**src/rtl/pgen_pkg.sv**
```systemverilog
package pgen_pkg;

    typedef enum logic [1:0] {
        LM_INPUT  = 2'b00,
        LM_STATIC = 2'b01,
        LM_WAVE   = 2'b10,
        LM_RSVD   = 2'b11
    } line_mode_e;

    typedef struct packed {
        logic oe;
        logic val;
    } pin_drive_t;

    // Pick the pad drive of one line from its mode and both data sources.
    function automatic pin_drive_t resolve_line(line_mode_e m, logic stat_bit, logic wave_bit);
        pin_drive_t d;
        case (m)
            LM_STATIC: begin d.oe = 1'b1; d.val = stat_bit; end
            LM_WAVE:   begin d.oe = 1'b1; d.val = wave_bit; end
            default:   begin d.oe = 1'b0; d.val = 1'b0;     end
        endcase
        return d;
    endfunction

endpackage

```
**src/rtl/pgen_edge_det.sv**
```systemverilog
module pgen_edge_det (
    input  logic clk,
    input  logic rst,
    input  logic async_in,
    input  logic fall_sel,
    output logic strobe
);
    logic meta_q, sync_q, prev_q;

    always_ff @(posedge clk) begin
        if (rst) begin
            meta_q <= 1'b0;
            sync_q <= 1'b0;
            prev_q <= 1'b0;
        end else begin
            meta_q <= async_in;
            sync_q <= meta_q;
            prev_q <= sync_q;
        end
    end

    always_comb begin
        if (fall_sel) strobe = prev_q & ~sync_q;
        else          strobe = sync_q & ~prev_q;
    end
endmodule

```
**src/rtl/pgen_sample_fifo.sv**
```systemverilog
module pgen_sample_fifo #(
    parameter int W     = 8,
    parameter int DEPTH = 16
) (
    input  logic                         clk,
    input  logic                         rst,
    input  logic                         wr_en,
    input  logic [W-1:0]                 wr_data,
    input  logic                         replay,
    input  logic                         rd_stb,
    output logic [W-1:0]                 wave_q,
    output logic [$clog2(DEPTH+1)-1:0]   fill,
    output logic                         empty_hit
);
    localparam int AW = $clog2(DEPTH);
    localparam int CW = $clog2(DEPTH+1);

    logic [W-1:0]  mem [DEPTH];
    logic [AW-1:0] wr_ptr, rd_ptr, loop_off;
    logic          is_empty, is_full, do_wr, do_pop, do_loop;

    assign is_empty  = (fill == '0);
    assign is_full   = (fill == CW'(DEPTH));
    assign do_wr     = wr_en && !replay && !is_full;
    assign do_pop    = rd_stb && !replay && !is_empty;
    assign do_loop   = rd_stb && replay && !is_empty;
    assign empty_hit = rd_stb && is_empty;

    always_ff @(posedge clk) begin
        if (do_wr) mem[wr_ptr] <= wr_data;
    end

    always_ff @(posedge clk) begin
        if (rst) begin
            wr_ptr   <= '0;
            rd_ptr   <= '0;
            loop_off <= '0;
            fill     <= '0;
            wave_q   <= '0;
        end else begin
            if (do_wr) wr_ptr <= wr_ptr + AW'(1);
            if (do_pop) begin
                wave_q <= mem[rd_ptr];
                rd_ptr <= rd_ptr + AW'(1);
            end
            if (do_loop) begin
                wave_q <= mem[rd_ptr + loop_off];
                if (CW'(loop_off) + CW'(1) == fill) loop_off <= '0;
                else                                loop_off <= loop_off + AW'(1);
            end
            if (!replay) loop_off <= '0;
            case ({do_wr, do_pop})
                2'b10:   fill <= fill + CW'(1);
                2'b01:   fill <= fill - CW'(1);
                default: fill <= fill;
            endcase
        end
    end
endmodule

```
**src/rtl/pgen_line_mux.sv**
```systemverilog
module pgen_line_mux
    import pgen_pkg::*;
#(
    parameter int W = 8
) (
    input  logic [2*W-1:0] line_mode,
    input  logic [W-1:0]   static_val,
    input  logic [W-1:0]   wave_val,
    output logic [W-1:0]   pin_out,
    output logic [W-1:0]   pin_oe
);
    for (genvar i = 0; i < W; i++) begin : g_line
        pin_drive_t drv;
        always_comb begin
            drv        = resolve_line(line_mode_e'(line_mode[2*i +: 2]), static_val[i], wave_val[i]);
            pin_out[i] = drv.val;
            pin_oe[i]  = drv.oe;
        end
    end
endmodule

```
**src/rtl/pgen_top.sv**
```systemverilog
module pgen_top #(
    parameter int W     = 8,
    parameter int DEPTH = 16
) (
    input  logic                       clk,
    input  logic                       rst,
    input  logic                       wr_en,
    input  logic [W-1:0]               wr_data,
    input  logic                       replay_en,
    input  logic                       edge_sel,
    input  logic                       smp_clk,
    input  logic                       uf_clr,
    input  logic [2*W-1:0]             line_mode,
    input  logic [W-1:0]               static_val,
    input  logic [W-1:0]               pin_in,
    output logic [W-1:0]               pin_out,
    output logic [W-1:0]               pin_oe,
    output logic [W-1:0]               pin_in_q,
    output logic [$clog2(DEPTH+1)-1:0] fill_level,
    output logic                       underflow,
    output logic                       clk_fwd
);
    logic         rd_stb;
    logic         empty_hit;
    logic [W-1:0] wave_q;

    pgen_edge_det u_edge (
        .clk      (clk),
        .rst      (rst),
        .async_in (smp_clk),
        .fall_sel (edge_sel),
        .strobe   (rd_stb)
    );

    pgen_sample_fifo #(.W(W), .DEPTH(DEPTH)) u_fifo (
        .clk       (clk),
        .rst       (rst),
        .wr_en     (wr_en),
        .wr_data   (wr_data),
        .replay    (replay_en),
        .rd_stb    (rd_stb),
        .wave_q    (wave_q),
        .fill      (fill_level),
        .empty_hit (empty_hit)
    );

    pgen_line_mux #(.W(W)) u_mux (
        .line_mode  (line_mode),
        .static_val (static_val),
        .wave_val   (wave_q),
        .pin_out    (pin_out),
        .pin_oe     (pin_oe)
    );

    always_ff @(posedge clk) begin
        if (rst) begin
            underflow <= 1'b0;
            pin_in_q  <= '0;
        end else begin
            pin_in_q <= pin_in;
            if (empty_hit)   underflow <= 1'b1;
            else if (uf_clr) underflow <= 1'b0;
        end
    end

    assign clk_fwd = ~smp_clk;
endmodule

```
**config.mk**
```make
export PLATFORM = sky130hd
export DESIGN_NAME = pgen_top
export DESIGN_NICKNAME = d
export VERILOG_FILES = /design/src/rtl/pgen_pkg.sv /design/src/rtl/pgen_edge_det.sv /design/src/rtl/pgen_sample_fifo.sv /design/src/rtl/pgen_line_mux.sv /design/src/rtl/pgen_top.sv
export SDC_FILE = /design/constraint.sdc
export NUM_CORES = 1
export LEC_CHECK = 0
export BUFFER_PORTS_ARGS = -buffer_cell sky130_fd_sc_hd__clkbuf_2
export CORE_MARGIN = 2
export CORE_UTILIZATION = 40
export CTS_CLUSTER_SIZE = 16
export DETAILED_ROUTE_END_ITERATION = 16
export GPL_TIMING_DRIVEN = 0
export PLACE_DENSITY_LB_ADDON = 0.05
export SYNTH_ARGS = -nofsm -noshare
export SYNTH_HDL_FRONTEND = slang
export SYNTH_SLANG_ARGS = --single-unit
```
**constraint.sdc**
```tcl
create_clock -name clk -period 3.8 [get_ports clk]
set_input_delay 0.38 -clock clk [delete_from_list [all_inputs] [get_ports clk]]
set_output_delay 0.38 -clock clk [all_outputs]
set_load 0.02 [all_outputs]
```
==> results.yml, run 1 <==
timing:
  fin_tns_setup_ps: 0
  setup_viol: 0
  finClkSkew_ps: 7.40
  fin_crit_sh_pct: 89.6
  max_freq_ghz: 0.294
  slew_headroom_pct: 36.1
  slew_violations: 0
  tightest_slew_ps: 953
  layout_min_cycle_time_ps: 3410
  rsz0062_at_grt: "false"
  hold_viol_final: 0
die:
  dieWidth_um: 149
  rows: 52
  chipHeight_um: 149
  placeableCoreArea_mm2: 0.0204
  design.die.area_mm2: 0.0221
  start_util_pct: 41.1
  ios: 78
synth:
  synth-edff-count: 128
  yosysTopAreaCell: "edfxtp_1"
  synthArstFlopShare_pct: 0
  ys_seq_elements: 169
  synth_area_mm2: 0.00838
  synth.avg_cell_area_um2: 14.7
  ys_warn_count: 0
  netlist_instances: 570
  synth.distinct_cells: 56
  seq_area_frac_synth_pct: 55.7
  synth_ff_type: "edfxtp_1"
  synth_top_area_share_pct: 45.9
  syn_nets: 646
  synth_area_leaders: "edfxtp_1, mux4_2, dfxtp_1"
placed_design:
  hpwl_mm: 15.2
  io_buffer_count: 76
  gp_congestion: 0.829
power_and_ir_drop:
  power_frac_clock_pct: 44.2
  report.power.total_uw: 4020
  switchingPower_uw: 888
  swShare_pct: 22.1
  irDropWorstVdd_mv: 0.301
  p_int_uw: 3140
  p_per_area_mw_per_mm2: 412
  p_leak_uw: 0.00358
  comb_power_share_pct: 5.7
  power_frac_seq_pct: 50.1
clocking:
  cts.reportedPaths.clkPinSlew_ps: 60
  cts_resized: 0
  cts_setup_buffers: 0
  hold_buffers: 0
  cts_root_buf: "clkbuf_16"
  cts_tree: "built"
  clock_latency_ps: 430
  cts.sinks: 169
  cts-buffers-inserted: 17
  htreeDepth: 4
  clockBufferDepth: 2
status:
  status: "finished clean"
global_routing:
  antenna_found_initial: 0
  grt_usage_pct: 19.4
  grt_pass1_vias: 5219
  grt_pass1_wl_mm: 31.6
  grt_max_degree: 17
  grt_overflow_total: 0
route:
  first_pass_iters: 4
  routed_via_density: 5.57
  drtIter0Drc: 314
  routedWlPerCell_um: 21.5
  drc: 0
  vias: 5305
  routed_wl_mm: 20.5
  final_antenna_net_count: 0
finish:
  drive_above_1_share_pct: 29.8
  nets: 745
  antennaDiodeCount: 0
  synthToLayoutAreaGrowth_pct: 16.7
  nFillCells: 1779
  final_cell_mix: "edfxtp_1, clkbuf_2, mux4_2"
  final_common_cell: "edfxtp_1"
critical_path:
  reg2reg_from: "u_fifo.fill[1]"
  r2r_end: "u_fifo.fill[4]"
  end_kind: "flop"
  required_ps: 4150
  arrival_ps: 3760
  cp-start-kind: "flop"
  r2r_cells: 14
  path_max_fanout: 10
  ff2ff_setup_slack_ps: 390
  worstSetupPathType: "flop to flop"
worst_hold_path:
  holdPathEnd: "pin_in_q[7]"
  hp-start: "pin_in[7]"
  hold_class: "input port to flop"
  hold_depth: 2
run:
  maxCapViolCount: 0
-- through the flow --
step                util [%]  instance area [um2]  setup slack (ps)  instances  hold WS, ps
finish                  48.0                 9770               394        952          163
global route            48.0                 9770               133        952          159
CTS                     48.0                 9770               407        952          156
detailed placement      45.0                 9170               355        920          429
global placement        44.7                 9090              18.3        916          424
floorplan                  -                 8380               764        570          414
-- cells by family (layout without fill, tap and decap cells) --
family          count (synthesis)  count (layout)  synth area share [%]
compound gates                 66              66                  6.18
xor+xnor                       18              18                  1.97
fa+ha+maj                      29              29                  4.42
buf+inv                        75             187                  3.85
flops                         169             169                  55.7
mux                            78              78                  19.8
simple gates                  135             135                  8.07
-- registers in the layout, summed over array words and instances (netlist names), named ones only --
signal           flops
u_fifo.rd_ptr        4
u_fifo.wr_ptr        4
u_fifo.loop_off      4
u_edge.meta_q        1
underflow            1
pin_in_q             8
u_fifo.fill          5
u_edge.sync_q        1
u_edge.prev_q        1
u_fifo.mem         128
u_fifo.wave_q        8
-- cells in the mapped netlist, types with 6 or more instances --
cell type and number:
xnor2_1 6, buf_2 15, mux2i_1 10, clkbuf_1 16, a311oi_1 10, nand2_1 28
mux4_1 10, ha_1 28, o211a_1 9, o2111ai_1 7, a21oi_1 11, edfxtp_1 128
nor2b_1 13, nor3_1 6, inv_1 38, mux4_2 56, nand3_1 6, xor2_1 11
dfxtp_1 41, nor2_1 50, a22oi_1 9
-- critical path: stages, from the launching register on --
cell and delay, ps:
dfxtp_1 310, buf_2 180, or4_1 550, o211a_1 290, buf_2 200, inv_2 180, ha_1 170, buf_2 200
xor2_1 170, ha_1 240, a21o_1 140, a22oi_1 80, o21a_1 200, or3_1 300, a21oi_1 150
-- worst max path at each step --
stage | startpoint | endpoint | slack [ps]
2_1_floorplan | u_fifo.fill[1] | u_fifo.fill[4] | 760
3_3_place_gp | u_fifo.fill[3] | u_fifo.mem[1][7] | 20
3_5_place_dp | edge_sel | u_fifo.fill[4] | 350
4_1_cts | u_fifo.fill[1] | u_fifo.fill[4] | 410
5_1_grt | u_fifo.fill[3] | u_fifo.fill[4] | 130
6_report | u_fifo.fill[1] | u_fifo.fill[4] | 390
-- cell type report --
cell class / count / area, um2 / share of cell area, %
multi-input cells: 326 / 3430 / 35.1
clock inverters: 13 / 171 / 1.75
flip-flops and latches: 169 / 4660 / 47.7
clock buffers: 19 / 433 / 4.43
plain buffers: 35 / 173 / 1.77
well taps: 270 / 338 / 3.46
inverters: 40 / 150 / 1.54
repair buffers: 80 / 410 / 4.20
-- metal layers --
layer / wire length [um] / track usage [%] / share of wire [%] / up-vias
li1: - / - / - / 2405
met1: 9450 / 27.5 / 46 / 2711
met2: 9750 / 31.5 / 48 / 173
met3: 1110 / 3.90 / 5.4 / 16
met4: 182 / 3.71 / 0.89 / 0
met5: 0 / 0 / 0 / -
-- power by group through the flow --
stage          registers [uW]  clock network (uW)  logic [uW]
6_report                 2010                1780         229
3_3_place_gp             2050                   0         219
3_5_place_dp             2050                   0         230
5_1_grt                  2020                1870         255
4_1_cts                  2010                1810         232
2_1_floorplan            2060                   0         123
Note: power is estimated with default switching activity, not from simulation.
==> run 2: changes to the inputs <==
--- a/config.mk
+++ b/config.mk
@@ -12,6 +12,7 @@
 export DETAILED_ROUTE_END_ITERATION = 16
 export GPL_TIMING_DRIVEN = 0
 export PLACE_DENSITY_LB_ADDON = 0.05
+export REMOVE_ABC_BUFFERS = 1
 export SYNTH_ARGS = -nofsm -noshare
 export SYNTH_HDL_FRONTEND = slang
 export SYNTH_SLANG_ARGS = --single-unit
==> run 2 against run 1 <==
  * Sequential share of layout area rose by 0.25 points
  * Clock power is 5% lower
  * Critical endpoint is now u_fifo.wave_q[1]
  * Fmax increased by 0.35%
  * Non-clock buffer count down 24
  * Highest routed layer unchanged
  * Critical path depth down 6
  * Power down 2.4%
==> results.yml, run 2 (same netlist as run 1, synthesis figures left out) <==
clocking:
  cts_root_buf: "clkbuf_16"
  cts-buffers-inserted: 17
  cts.reportedPaths.clkPinSlew_ps: 70
  htreeDepth: 4
  cts_tree: "built"
  clock_latency_ps: 430
  cts.sinks: 169
  clockBufferDepth: 2
timing:
  max_freq_ghz: 0.295
  slew_violations: 0
  rsz0062_at_grt: "false"
  fin_crit_sh_pct: 89.3
  tightest_slew_ps: 1100
  holdWs_ps: 157
  finClkSkew_ps: 8.49
  slew_headroom_pct: 26.2
  setup_viol: 0
  layout_min_cycle_time_ps: 3390
  hold_viol_final: 0
finish:
  largest-register: "u_fifo.mem"
  nets: 721
  reg_top3: "u_fifo.mem: 128 flops, pin_in_q: 8 flops, u_fifo.wave_q: 8 flops"
  final_common_cell: "edfxtp_1"
  largest_reg_flops: 128
  utilization_pct: 47.8
  drive_above_1_share_pct: 30.2
  synthToLayoutAreaGrowth_pct: 16.1
  final_cell_mix: "edfxtp_1, clkbuf_2, mux4_2"
  final_cell_count_no_fill: 928
  antennaDiodeCount: 0
  stdcell_area_mm2: 0.00973
placed_design:
  hpwl_mm: 13.8
  gp_congestion: 0.758
  postPlaceCellArea_mm2: 0.00913
  io_buffer_count: 77
  placedCellCount: 893
global_routing:
  grt_usage_pct: 18.8
  grt_max_degree: 36
  antenna_found_initial: 0
  grt_pass1_wl_mm: 30.3
  grt_pass1_vias: 5087
  grt_overflow_total: 0
critical_path:
  required_ps: 4070
  path_max_fanout: 16
  crit_path_top_delay_cell: "xnor2_2"
  cp-start-kind: "flop"
  cpPeakStageDelay_ps: 880
  crit_chain: "ha_2 > inv_1 > fa_2 > xnor2_2 > mux4_2 > mux2_2 > a31oi_1 > a311oi_1"
  worstSetupPathType: "flop to flop"
  end_kind: "flop"
  arrival_ps: 3660
die:
  ios: 78
  chipHeight_um: 149
  dieWidth_um: 149
  start_util_pct: 41.1
  rows: 52
  placeableCoreArea_mm2: 0.0204
  design.die.area_mm2: 0.0221
route:
  routed_via_density: 5.58
  vias: 5182
  routed_wl_mm: 19.6
  final_antenna_net_count: 0
  drtIter0Drc: 434
  first_pass_iters: 5
  drc: 0
  routedWlPerCell_um: 21.1
run:
  maxCapViolCount: 0
power_and_ir_drop:
  p_leak_uw: 0.00352
  p_per_area_mw_per_mm2: 404
  irDropWorstVdd_mv: 0.298
status:
  status: "finished clean"
worst_hold_path:
  hold_class: "input port to flop"
-- run 2: changes by cell type in the layout (fill, tap and decap cells not counted), sizes merged --
cell / before / now
bufinv: 3 / 2
inv: 43 / 41
clkinvlp: 2 / 5
clkbuf: 111 / 98
clkinv: 5 / 3
buf: 23 / 14
-- run 2: critical path, delay by kind of cell (launching register included) --
family | cells | cell delay, ps
mux | 2 | 900
fa+ha+maj | 2 | 670
flops | 1 | 470
xor+xnor | 1 | 880
compound gates | 2 | 270
buf+inv | 1 | 60
-- run 2: metrics by stage --
| stage | setup TNS (ps) | total power (uW) | worst slack (ps) |
|---|---|---|---|
| after floorplan | 0 | 2170 | 707 |
| after global placement | -1080 | 2270 | -366 |
| after detailed placement | -74.4 | 2280 | -74.4 |
| after CTS | 0 | 3960 | 12.4 |
| after global routing | 0 | 4060 | 148 |
| final | 0 | 3930 | 406 |
-- run 2: cell type report --
| cell class | instances | area [um2] |
|---|---|---|
| fillers | 1749 | 10600 |
| flip-flops and latches | 169 | 4670 |
| multi-input cells | 326 | 3450 |
| repair buffers | 91 | 552 |
| clock buffers | 21 | 450 |
| well taps | 270 | 338 |
| inverters | 40 | 150 |
| clock inverters | 11 | 124 |
-- run 2: timing repair --
action,CTS,global route
hold buffers,0,0
endpoints found under the setup margin,0,2
setup buffers,0,3
gates resized for setup,0,0
-- run 2: worst paths after layout --
check                           from               end  slack [ps]  cells past startpoint
setup reg to reg  u_fifo.loop_off[0]  u_fifo.wave_q[1]         410                      8
hold / removal             pin_in[6]       pin_in_q[6]         160                      2
hold reg to reg        u_edge.meta_q     u_edge.sync_q         440                      1
setup / recovery  u_fifo.loop_off[0]  u_fifo.wave_q[1]         410                      8
-- run 2: power by group --
part / internal, uW / switching [uW] / total (uW)
registers: 2000 / 14.9 / 2020
clock network: 984 / 706 / 1690
logic: 89.3 / 131 / 220
-- run 2: layer usage --
metal | global-route usage [%] | wire (um) | vias up
met5 | 0 | 0 | -
met4 | 4.81 | 181 | 0
met3 | 3.96 | 953 | 18
met2 | 30.1 | 9340 | 148
met1 | 26.5 | 9150 | 2650
li1 | - | - | 2366
==> run 3: changes to the inputs <==
--- a/config.mk
+++ b/config.mk
@@ -7,7 +7,7 @@
 export LEC_CHECK = 0
 export BUFFER_PORTS_ARGS = -buffer_cell sky130_fd_sc_hd__clkbuf_2
 export CORE_MARGIN = 2
-export CORE_UTILIZATION = 40
+export CORE_UTILIZATION = 50
 export CTS_CLUSTER_SIZE = 16
 export DETAILED_ROUTE_END_ITERATION = 16
 export GPL_TIMING_DRIVEN = 0
==> run 3 against run 2 <==
  * Global-route usage rose by 3.6 points
  * Count of clock-buffer cells in the layout rose by 1
  * Final area fell by 0.51%
  * Cell count fell by 5.4%
  * Hold slack got worse by 2.5 ps
  * Fmax fell by 4.7%
  * Routed wire length fell by 2.7%
  * Power rose by 1.1%
  * Clock skew rose by 8.3 ps
  * Highest routed layer unchanged
==> results.yml, run 3 (same netlist as run 1, synthesis figures left out) <==
timing:
  tightest_slew_ps: 1250
  hold_viol_final: 0
  worst_slack_ps: 238
  finClkSkew_ps: 16.8
  slew_violations: 0
  slew_headroom_pct: 16.1
  layout_min_cycle_time_ps: 3560
  max_freq_ghz: 0.281
  setup_viol: 0
  rsz0062_at_grt: "false"
  fin_crit_sh_pct: 93.7
global_routing:
  grt_usage_pct: 22.4
  antenna_found_initial: 0
  grt_max_degree: 36
  grt_pass1_vias: 5003
  grt_overflow_total: 0
  grt_pass1_wl_mm: 29.4
clocking:
  cts.reportedPaths.clkPinSlew_ps: 60
  clock_latency_ps: 430
  cts_tree: "built"
  htreeDepth: 4
  cts.sinks: 169
  clockBufferDepth: 2
  cts-buffers-inserted: 17
  cts_root_buf: "clkbuf_16"
  cts_resized: 0
finish:
  reg_top3: "u_fifo.mem: 128 flops, pin_in_q: 8 flops, u_fifo.wave_q: 8 flops"
  largest-register: "u_fifo.mem"
  stdcell_area_mm2: 0.00968
  final_common_cell: "edfxtp_1"
  final_cell_mix: "edfxtp_1, clkbuf_2, mux4_2"
  utilization_pct: 58.8
  area.sequential_mm2: 0.00467
  multi_input_area_mm2: 0.00345
  drive_above_1_share_pct: 30.1
  nets: 721
  synthToLayoutAreaGrowth_pct: 15.5
  nFillCells: 1297
  largest_reg_flops: 128
  final_cell_count_no_fill: 878
  antennaDiodeCount: 0
die:
  start_util_pct: 50.9
  placeableCoreArea_mm2: 0.0165
  ios: 78
  rows: 47
  dieWidth_um: 133
  chipHeight_um: 133
  design.die.area_mm2: 0.0178
route:
  drtIter0Drc: 462
  first_pass_iters: 5
  drc: 0
  routed_wl_mm: 19.1
  routedWlPerCell_um: 21.7
  routed_via_density: 5.96
  vias: 5231
  final_antenna_net_count: 0
critical_path:
  cp-start-kind: "flop"
  end_kind: "flop"
  required_ps: 4060
  arrival_ps: 3820
  crit_buf_inv: 1
  path_max_fanout: 16
  worstSetupPathType: "flop to flop"
  cpPeakStageDelay_ps: 990
  crit_path_top_delay_cell: "xnor2_2"
  ff2ff_setup_slack_ps: 240
  crit_family: "XOR/XNOR gates"
  crit_chain: "ha_2 > inv_1 > fa_2 > xnor2_2 > mux4_2 > mux2_2 > a31oi_1 > a311oi_1"
power_and_ir_drop:
  report.power.total_uw: 3970
  p_leak_uw: 0.00353
  irDropWorstVdd_mv: 0.323
  p_per_area_mw_per_mm2: 410
worst_hold_path:
  hold_class: "input port to flop"
placed_design:
  postPlaceCellArea_mm2: 0.00906
  place_ws_ps: -21.7
  io_buffer_count: 77
  gp_congestion: 0.765
  placedCellCount: 842
  hpwl_mm: 13.1
run:
  maxCapViolCount: 0
status:
  status: "finished clean"
==> run 3: final timing paths <==
| kind | start | to | cells past startpoint |
|---|---|---|---|
| setup / recovery | u_fifo.loop_off[0] | u_fifo.wave_q[1] | 8 |
| hold / removal | pin_in[5] | pin_in_q[5] | 2 |
| setup reg to reg | u_fifo.loop_off[0] | u_fifo.wave_q[1] | 8 |
| hold reg to reg | u_edge.meta_q | u_edge.sync_q | 1 |
==> run 3: stage by stage <==
stage                     hold slack [ps]  setup TNS (ps)
after floorplan                       414               0
after global placement                419            -461
after detailed placement              442           -21.7
after CTS                             143               0
after global routing                  160               0
final                                 155               0
==> run 3: layer usage <==
metal,global-route usage [%],part of all wire (%)
met4,5.97,1.0
met5,0,0
met2,35.0,47
met3,6.01,6.9
met1,31.7,45
==> run 3: layout make-up <==
| class | count | share of cell area (%) |
|---|---|---|
| sequential | 169 | 48.2 |
| inverter | 40 | 1.55 |
| clock buffer | 22 | 4.59 |
| multi-input combinational | 326 | 35.6 |
| clock inverter | 10 | 1.47 |
| timing repair buffer | 91 | 5.70 |
| tap | 220 | 2.84 |
==> run 3: power breakdown <==
part	total, uW	internal, uW	switching (uW)
Sequential	2020	2000	14.6
Clock	1740	1040	701
Combinational	217	89.3	128
==> run 3: repair_timing <==
| item | CTS | global route |
|---|---|---|
| hold buffers | 0 | 0 |
| endpoints found under the setup margin | 0 | 1 |
| buffers inserted | 0 | 4 |
